===== src/rtl/bridge_pkg.sv =====
package bridge_pkg;
  typedef enum logic [1:0] {
    K_NONE  = 2'd0,
    K_READ  = 2'd1,
    K_WRITE = 2'd2
  } kind_e;
endpackage


===== src/rtl/bridge_xlate.sv =====
module bridge_xlate
  import bridge_pkg::*;
#(
  parameter int CPU_AW = 22,
  parameter int CPU_DW = 32,
  parameter int MEM_AW = 32,
  parameter int MEM_DW = 64
) (
  input  logic [CPU_AW-1:0]       word_addr,
  input  logic [CPU_DW-1:0]       wdata,
  input  logic [CPU_DW/8-1:0]     be,
  output kind_e                   kind,
  output logic [$clog2(MEM_DW/CPU_DW)-1:0] lane_sel,
  output logic [MEM_AW-1:0]       byte_addr,
  output logic [MEM_DW-1:0]       wide_wdata,
  output logic [MEM_DW/8-1:0]     wide_be
);
  localparam int BE_W       = CPU_DW / 8;
  localparam int LANES      = MEM_DW / CPU_DW;
  localparam int SEL_W      = $clog2(LANES);
  localparam int BYTE_SHIFT = $clog2(BE_W);

  // An empty strobe set is the only way the port signals a read.
  function automatic kind_e decode_kind(input logic [BE_W-1:0] m);
    return (m == '0) ? K_READ : K_WRITE;
  endfunction

  // Word address to byte address; upper bits fall out as zero.
  function automatic logic [MEM_AW-1:0] word_to_byte(input logic [CPU_AW-1:0] w);
    return MEM_AW'(w) << BYTE_SHIFT;
  endfunction

  assign kind      = decode_kind(be);
  assign lane_sel  = word_addr[SEL_W-1:0];
  assign byte_addr = word_to_byte(word_addr);

  for (genvar h = 0; h < LANES; h++) begin : g_lane
    logic hit;
    assign hit = (lane_sel == SEL_W'(h));
    assign wide_wdata[h*CPU_DW +: CPU_DW] = hit ? wdata : '0;
    assign wide_be[h*BE_W +: BE_W] =
      !hit ? '0 : ((kind == K_READ) ? {BE_W{1'b1}} : be);
  end
endmodule


===== src/rtl/bridge_window.sv =====
module bridge_window #(
  parameter int WINDOW = 16
) (
  input  logic clk,
  input  logic rst_n,
  input  logic start,
  input  logic active,
  output logic deadline
);
  localparam int CW       = $clog2(WINDOW);
  localparam int LAST_CNT = WINDOW - 2;

  logic [CW-1:0] cnt;

  // cnt holds k-1 at the k-th edge after the start edge; the last edge
  // that may accept an acknowledge is edge WINDOW-1.
  always_ff @(posedge clk) begin
    if (!rst_n) begin
      cnt <= '0;
    end else if (start) begin
      cnt <= '0;
    end else if (active && cnt != CW'(LAST_CNT)) begin
      cnt <= cnt + 1'b1;
    end
  end

  assign deadline = active && (cnt == CW'(LAST_CNT));

  // the deadline is a single-cycle event per access
  p_deadline_single_r8: assert property (@(posedge clk) disable iff (!rst_n)
    deadline |=> !deadline);
endmodule


===== src/rtl/bridge_ctrl.sv =====
module bridge_ctrl
  import bridge_pkg::*;
#(
  parameter int CPU_DW = 32,
  parameter int CPU_AW = 22,
  parameter int MEM_AW = 32,
  parameter int MEM_DW = 64
) (
  input  logic                     clk,
  input  logic                     rst_n,
  input  logic                     cpu_stb,
  input  kind_e                    kind_in,
  input  logic [$clog2(MEM_DW/CPU_DW)-1:0] sel_in,
  input  logic [MEM_AW-1:0]        addr_in,
  input  logic [MEM_DW-1:0]        wdata_in,
  input  logic [MEM_DW/8-1:0]      be_in,
  input  logic                     deadline,
  input  logic                     mem_ack,
  input  logic [MEM_DW-1:0]        mem_rdata,
  output logic                     accept,
  output logic                     active,
  output logic [MEM_AW-1:0]        mem_addr,
  output logic [MEM_DW-1:0]        mem_wdata,
  output logic [MEM_DW/8-1:0]      mem_be,
  output logic                     mem_rd_req,
  output logic                     mem_wr_req,
  output logic [CPU_DW-1:0]        cpu_rdata,
  output logic                     cpu_timeout
);
  localparam int LANES = MEM_DW / CPU_DW;
  localparam int SEL_W = $clog2(LANES);

  kind_e            kind_q;
  logic [SEL_W-1:0] sel_q;
  logic             complete, expire, capture, req;

  function automatic logic [CPU_DW-1:0] pick_lane(input logic [MEM_DW-1:0] d,
                                                  input logic [SEL_W-1:0] s);
    logic [CPU_DW-1:0] r;
    r = '0;
    for (int h = 0; h < LANES; h++) begin
      if (s == SEL_W'(h)) r = d[h*CPU_DW +: CPU_DW];
    end
    return r;
  endfunction

  assign active   = (kind_q != K_NONE);
  assign accept   = cpu_stb && !active;
  assign complete = active && mem_ack;
  assign expire   = active && !mem_ack && deadline;
  assign capture  = complete && (kind_q == K_READ);
  assign mem_rd_req = (kind_q == K_READ);
  assign mem_wr_req = (kind_q == K_WRITE);
  assign req      = mem_rd_req || mem_wr_req;

  always_ff @(posedge clk) begin
    if (!rst_n) begin
      kind_q    <= K_NONE;
      sel_q     <= '0;
      mem_addr  <= '0;
      mem_wdata <= '0;
      mem_be    <= '0;
    end else if (accept) begin
      kind_q    <= kind_in;
      sel_q     <= sel_in;
      mem_addr  <= addr_in;
      mem_wdata <= wdata_in;
      mem_be    <= be_in;
    end else if (complete || expire) begin
      kind_q    <= K_NONE;
    end
  end

  always_ff @(posedge clk) begin
    if (!rst_n) begin
      cpu_rdata   <= '0;
      cpu_timeout <= 1'b0;
    end else begin
      if (capture) cpu_rdata <= pick_lane(mem_rdata, sel_q);
      if (expire)  cpu_timeout <= 1'b1;
    end
  end

  // read and write requests are exclusive
  p_one_kind_r2: assert property (@(posedge clk) disable iff (!rst_n)
    !(mem_rd_req && mem_wr_req));
  // request held while waiting inside the window
  p_req_hold_r7: assert property (@(posedge clk) disable iff (!rst_n)
    (req && !mem_ack && !deadline) |=> req);
  // request released after acknowledge
  p_req_drop_r7: assert property (@(posedge clk) disable iff (!rst_n)
    (req && mem_ack) |=> !req);
  // a request only starts after a strobe
  p_issue_r7: assert property (@(posedge clk) disable iff (!rst_n)
    $rose(req) |-> $past(cpu_stb));
  // a read always enables a full half
  p_read_mask_r5: assert property (@(posedge clk) disable iff (!rst_n)
    mem_rd_req |-> ($countones(mem_be) == MEM_DW/CPU_DW*0 + CPU_DW/8));
  // no address bits above the mapped word range
  p_addr_top_r3: assert property (@(posedge clk) disable iff (!rst_n)
    req |-> ((mem_addr >> (CPU_AW + $clog2(CPU_DW/8))) == '0));
  // read word only moves on a read acknowledge
  p_rdata_hold_r6: assert property (@(posedge clk) disable iff (!rst_n)
    !capture |=> $stable(cpu_rdata));
  // timeout flag is sticky
  p_sticky_r9: assert property (@(posedge clk) disable iff (!rst_n)
    cpu_timeout |=> cpu_timeout);
  // strobe during an access leaves the address untouched
  p_busy_ignore_r10: assert property (@(posedge clk) disable iff (!rst_n)
    (req && cpu_stb) |=> $stable(mem_addr));
endmodule


===== src/rtl/fixed_lat_mem_bridge.sv =====
module fixed_lat_mem_bridge
  import bridge_pkg::*;
#(
  parameter int CPU_AW      = 22,
  parameter int CPU_DW      = 32,
  parameter int MEM_AW      = 32,
  parameter int MEM_DW      = 64,
  parameter int ACCESS_CLKS = 4,
  parameter int CLK_RATIO   = 4
) (
  input  logic                  clk,
  input  logic                  rst_n,
  input  logic                  cpu_stb,
  input  logic [CPU_AW-1:0]     cpu_word_addr,
  input  logic [CPU_DW-1:0]     cpu_wdata,
  input  logic [CPU_DW/8-1:0]   cpu_be,
  output logic [CPU_DW-1:0]     cpu_rdata,
  output logic                  cpu_timeout,
  output logic [MEM_AW-1:0]     mem_addr,
  output logic [MEM_DW-1:0]     mem_wdata,
  output logic [MEM_DW/8-1:0]   mem_be,
  output logic                  mem_rd_req,
  output logic                  mem_wr_req,
  input  logic                  mem_ack,
  input  logic [MEM_DW-1:0]     mem_rdata
);
  localparam int WINDOW = ACCESS_CLKS * CLK_RATIO;
  localparam int SEL_W  = $clog2(MEM_DW / CPU_DW);

  kind_e              x_kind;
  logic [SEL_W-1:0]   x_sel;
  logic [MEM_AW-1:0]  x_addr;
  logic [MEM_DW-1:0]  x_wdata;
  logic [MEM_DW/8-1:0] x_be;
  logic               accept, active, deadline;

  bridge_xlate #(
    .CPU_AW(CPU_AW), .CPU_DW(CPU_DW), .MEM_AW(MEM_AW), .MEM_DW(MEM_DW)
  ) u_xlate (
    .word_addr (cpu_word_addr),
    .wdata     (cpu_wdata),
    .be        (cpu_be),
    .kind      (x_kind),
    .lane_sel  (x_sel),
    .byte_addr (x_addr),
    .wide_wdata(x_wdata),
    .wide_be   (x_be)
  );

  bridge_window #(.WINDOW(WINDOW)) u_window (
    .clk     (clk),
    .rst_n   (rst_n),
    .start   (accept),
    .active  (active),
    .deadline(deadline)
  );

  bridge_ctrl #(
    .CPU_DW(CPU_DW), .CPU_AW(CPU_AW), .MEM_AW(MEM_AW), .MEM_DW(MEM_DW)
  ) u_ctrl (
    .clk        (clk),
    .rst_n      (rst_n),
    .cpu_stb    (cpu_stb),
    .kind_in    (x_kind),
    .sel_in     (x_sel),
    .addr_in    (x_addr),
    .wdata_in   (x_wdata),
    .be_in      (x_be),
    .deadline   (deadline),
    .mem_ack    (mem_ack),
    .mem_rdata  (mem_rdata),
    .accept     (accept),
    .active     (active),
    .mem_addr   (mem_addr),
    .mem_wdata  (mem_wdata),
    .mem_be     (mem_be),
    .mem_rd_req (mem_rd_req),
    .mem_wr_req (mem_wr_req),
    .cpu_rdata  (cpu_rdata),
    .cpu_timeout(cpu_timeout)
  );
endmodule


===== config.mk =====
export PLATFORM = sky130hd
export DESIGN_NAME = fixed_lat_mem_bridge
export DESIGN_NICKNAME = d
export VERILOG_FILES = /design/src/rtl/bridge_pkg.sv /design/src/rtl/bridge_xlate.sv /design/src/rtl/bridge_window.sv /design/src/rtl/bridge_ctrl.sv /design/src/rtl/fixed_lat_mem_bridge.sv
export SDC_FILE = /design/constraint.sdc
export NUM_CORES = 1
export LEC_CHECK = 0
export CAP_MARGIN = 20
export CORE_ASPECT_RATIO = 1.25
export CORE_MARGIN = 2
export CORE_UTILIZATION = 40
export CTS_CLUSTER_SIZE = 28
export DETAILED_ROUTE_END_ITERATION = 12
export HOLD_SLACK_MARGIN = 0.02
export PLACE_DENSITY = 0.8
export SLEW_MARGIN = 20
export SYNTH_ARGS = -nofsm -noshare
export SYNTH_HDL_FRONTEND = slang
export SYNTH_SLANG_ARGS = --single-unit

===== constraint.sdc =====
create_clock -name clk -period 2 [get_ports clk]
set_input_delay 0.3 -clock clk [delete_from_list [all_inputs] [get_ports clk]]
set_output_delay 0.3 -clock clk [all_outputs]
set_load 0.02 [all_outputs]

* Word-level counts from Yosys, hierarchy flattened
Cells that the tools add are included.
Word-level totals: latch bits 0, output and inout bits 139, bits in read-only memories 0, RAM bits 0, register bits 134, memories 0, input bits 126, logic and storage cells 38
Cells by class: equality and inequality tests 5, div/mod/pow operators 0, shifts and indexed selects 0, add/subtract/negate cells 1, multiply operators 0, reduce and logical (&&, ||, !) cells 14, mux-type cells 9, bitwise gates (word level) 1, $lt $le $gt $ge 0
Operators with widths (number):
- 2-to-1 mux 32 bit | 3
- 2-to-1 mux 4 bit | 3
- logical AND 1 bit | 7
- 2-to-1 mux 2 bit | 3
- adder 4 x 1 -> 4 bit (second input constant) | 1
- == test 2 x 1 -> 1 bit (second input constant) | 2
- == test 4 bit (second input constant) | 1
- logical NOT 4 bit | 1
- != test 4 bit (second input constant) | 1
- nonzero test 2 bit | 2
- == test 2 bit (second input constant) | 1
- logical NOT 1 bit | 2
- OR reduction 2 bit | 1
- logical OR 1 bit | 1
- inverter 1 bit | 1

* Longest topological paths before layout
depth after elaboration 6, mapped depth 7

* Hierarchy
A second synthesis with hierarchy kept.
Second synthesis, totals: cells, all modules 736, area total of the unflattened synthesis 6274.8 um2
By module, submodules not included:
- bridge_ctrl | area each 5277.6 um2, times used 1, sequential area each 2802.7 um2, cells an instance 590
- bridge_xlate | area each 783.3 um2, times used 1, sequential area each 0.0 um2, cells an instance 122
- bridge_window | area each 214.0 um2, times used 1, sequential area each 80.1 um2, cells an instance 24

* Worst setup path before layout
Ideal clock, no wire load.
path kind reg-to-reg, start reg u_ctrl.kind_q[1], end reg u_ctrl.mem_wdata[26], setup time 0.132 ns, path slack 0.511 ns, clock period less this slack 1.489 ns, data arrival time 1.356 ns, cell stages (with the launch flop) 8, path through dfxtp_1 buf_6 or3b_1 buf_2 buf_2 buf_2 nand2_1 a21oi_1
Between the ends: word-level cells in the longest chain between the ends 3
Ends and longest elaborated chain:
- start, declared | RTL line bridge_ctrl.sv:33 | kind_e kind_q;
- start signal, assigned | RTL line bridge_ctrl.sv:64 | kind_q <= kind_in;
- nonzero test 2 bit | RTL line bridge_ctrl.sv:47 | assign active = (kind_q != K_NONE);
- logical NOT 1 bit | RTL line bridge_ctrl.sv:48 | assign accept = cpu_stb && !active;
- logical AND 1 bit | RTL line bridge_ctrl.sv:48
- end signal, assigned | RTL line bridge_ctrl.sv:67 | mem_wdata <= wdata_in;
- end, declared | RTL line bridge_ctrl.sv:23 | output logic [MEM_DW-1:0] mem_wdata,
Every way passes these cells. A chain may end at the register's enable or synchronous reset.

* Worst setup path in the final report
start reg u_ctrl.kind_q[1], end out mem_wr_req
Between the ends: word-level cells in the longest chain between the ends 1
Ends and longest elaborated chain:
- == test 2 bit | RTL line bridge_ctrl.sv:53 | assign mem_wr_req = (kind_q == K_WRITE);
- end, declared | RTL line fixed_lat_mem_bridge.sv:23 | output logic mem_wr_req,
Every way passes these cells.

==> flow_summary.yaml <==
synthesis:
  yosysTopAreaCellShare_pct: 50.9
  synth.most_common_cell: "dfxtp_1"
  syn_area_sq_mm: 0.00523
  yosys.area.top_type: "dfxtp_1"
  synthFlopType: "dfxtp_1"
  synthCells: 610
  synth.yosys.seq_area_share_pct: 50.9
  yosysWarnings: 0
  postSynthRegisterBits: 133
  synth_edf_count: 0
  synthArstFlopShare_pct: 0
  synth_cell_types: 37
  synth_commonest_cells: "dfxtp_1, nand2_1, a21oi_1"
  synth_area_leaders: "dfxtp_1, a21oi_1, nand2_1"
  avgSynthCellArea_sq_um: 8.58
worst_setup_path:
  cp_max_fo: 3
  cp-endpoint: "mem_wr_req"
  reg2reg_depth: 5
  r2r_end: "u_ctrl.mem_wdata[45]"
  crit_required_ps: 1700
  cp-end-kind: "primary output"
  rr_startpoint: "u_ctrl.kind_q[1]"
  regToRegSetupSlack_ps: 470
  crit_type: "flip-flop to primary output"
  cp-startpoint: "u_ctrl.kind_q[1]"
  arrival_ps: 1530
  worstSetupStartpointType: "flip-flop"
placed_design:
  placed_cell_area_sq_mm: 0.00791
  port-buffer-count: 254
  dp_hpwl_mm: 11.4
  gp_congestion: 0.765
global_route:
  antenna_found_initial: 1
  grt_pass1_vias: 5129
  grt_util_all_layers_pct: 22.5
  grt.overflow.total: 0
  grt_pass1_wl_mm: 25.4
  grt_max_degree: 86
clocking:
  clock_latency_ps: 410
  clkTransAtPathRegs_ps: 60
  htree_levels: 4
  clockRootBuffer: "clkbuf_16"
  tritoncts: "built"
  cts_setup_buffers: 0
  numCtsBuffers: 17
  cts.sinks: 133
  cts_resized: 0
  hold_buffers: 0
  cts_buffer_depth: 2
floorplanning:
  core_sq_mm: 0.0127
  die_area_sq_mm: 0.0140
  rows: 46
  pin_count: 265
  die_w_um: 106
  start_util_pct: 41.1
  die_h_um: 132
cells_and_area:
  nNetsFinal: 970
  synthToLayoutAreaGrowth_pct: 62.7
  insertedDiodeCount: 0
  drive_above_1_share_pct: 6.20
  fin_area_sq_mm: 0.00852
timing:
  tightestPinTransition_ps: 757
  finalCritPeriodShare_pct: 91.7
  fin_crit_ps: 1830
  final-hold-violation-count: 0
  fmax_ghz: 0.545
  holdWs_ps: 444
  finalClockSkew_ps: 11.0
  setup_viol: 0
  timing.slew.headroom_pct: 49.5
  grt_setup_unrepaired: "false"
  finalMaxSlewViolations: 0
  tns_ps: 0
worst_hold_path:
  hold_start: "cpu_word_addr[15]"
  hold_class: "input port to flip-flop"
power_and_ir_drop:
  p_per_area_mw_per_mm2: 823
  vdd_ir_drop_max_uv: 535
  leakagePower_nw: 2.96
detailed_routing:
  wl_mm: 16.0
  wire_per_inst_um: 15.7
  drt_first_pass_iters: 5
  vias: 5207
  viasPerCell: 5.09
  drc: 0
  dr.first_iter.drc_count: 179
  drtAntennaViolNets: 0
flow_run:
  cap_viol_max_count: 0
run_status:
  status: "complete, no violations"
## layout make-up
cell class / instances / area, sq um
sequential: 133 / 2660
clock buffer: 21 / 460
inverter: 3 / 12.5
timing repair buffer: 269 / 2730
tap: 168 / 210
clock inverter: 11 / 150
multi-input combinational: 418 / 2290
fill: 1014 / 4200
## cells in the final DEF (no fill, tap or decap), types with 3 or more instances in the layout
master / count
a211oi_1: 33
a21oi_1: 90
nor2_1: 40
bufinv_16: 3
dfxtp_1: 132
clkbuf_16: 17
buf_12: 6
mux2i_1: 32
clkdlybuf4s50_1: 253
nand3b_1: 32
o21ai_0: 3
clkinv_4: 3
clkinv_2: 3
nand3_1: 42
nand2_1: 109
buf_4: 9
conb_1: 10
o21ai_1: 6
## how the worst min path moves through the flow
stage                            to  slack, ps  depth (start not counted)
2_1_floorplan       u_window.cnt[2]        420                          2
3_3_place_gp   u_ctrl.mem_wdata[25]        440                          2
3_5_place_dp   u_ctrl.mem_wdata[21]        440                          2
4_1_cts         u_ctrl.mem_addr[17]        430                          3
5_1_grt         u_ctrl.mem_addr[11]        440                          3
6_report        u_ctrl.mem_addr[17]        440                          3
## per-layer routing
metal / wire (um) / GRT usage, % / vias up
met5: 13 / 0 / -
met4: 468 / 9.14 / 2
met3: 1640 / 9.24 / 34
met2: 8090 / 40.4 / 253
met1: 5830 / 22.7 / 2374
li1: - / - / 2544
## per-stage QoR
step | instances | setup WS [ps] | power [mW] | util [%]
final | 1023 | 166 | 7.01 | 66.9
after global routing | 1023 | 93.7 | 7.29 | 66.9
after CTS | 1023 | 136 | 7.08 | 66.9
after detailed placement | 991 | 196 | 3.88 | 62.1
after global placement | 991 | 254 | 3.86 | 62.1
after floorplan | 619 | 511 | 3.34 | -
## where the power goes
group | internal [mW] | switching, mW | total [mW]
Clock | 2.03 | 1.14 | 3.18
Combinational | 0.524 | 0.501 | 1.02
Sequential | 2.75 | 0.0562 | 2.81
Total | 5.31 | 1.70 | 7.01
## cells by family after synthesis
family	Yosys count	synth area share (%)
AOI/OAI and AO/OA	140	15.4
adders and majority gates	2	0.478
buffers and inverters	68	6.14
DFF	133	50.9
muxes	32	6.12
other	1	0.0717
and+or+nand+nor	234	20.9
## flip-flops by register name, summed over array words and instances (netlist names)
| signal | flops |
|---|---|
| u_ctrl.kind_q | 2 |
| u_ctrl.cpu_timeout | 1 |
| u_window.cnt | 4 |
| u_ctrl.mem_be | 8 |
| u_ctrl.mem_addr | 22 |
| u_ctrl.cpu_rdata | 32 |
| u_ctrl.mem_wdata | 64 |
## critical path, stage by stage (launching register included)
cell	delay (ps)
dfxtp_1	350
nor2b_1	150
clkdlybuf4s50_1	630
No activity file was read; power rests on OpenSTA's default activity.
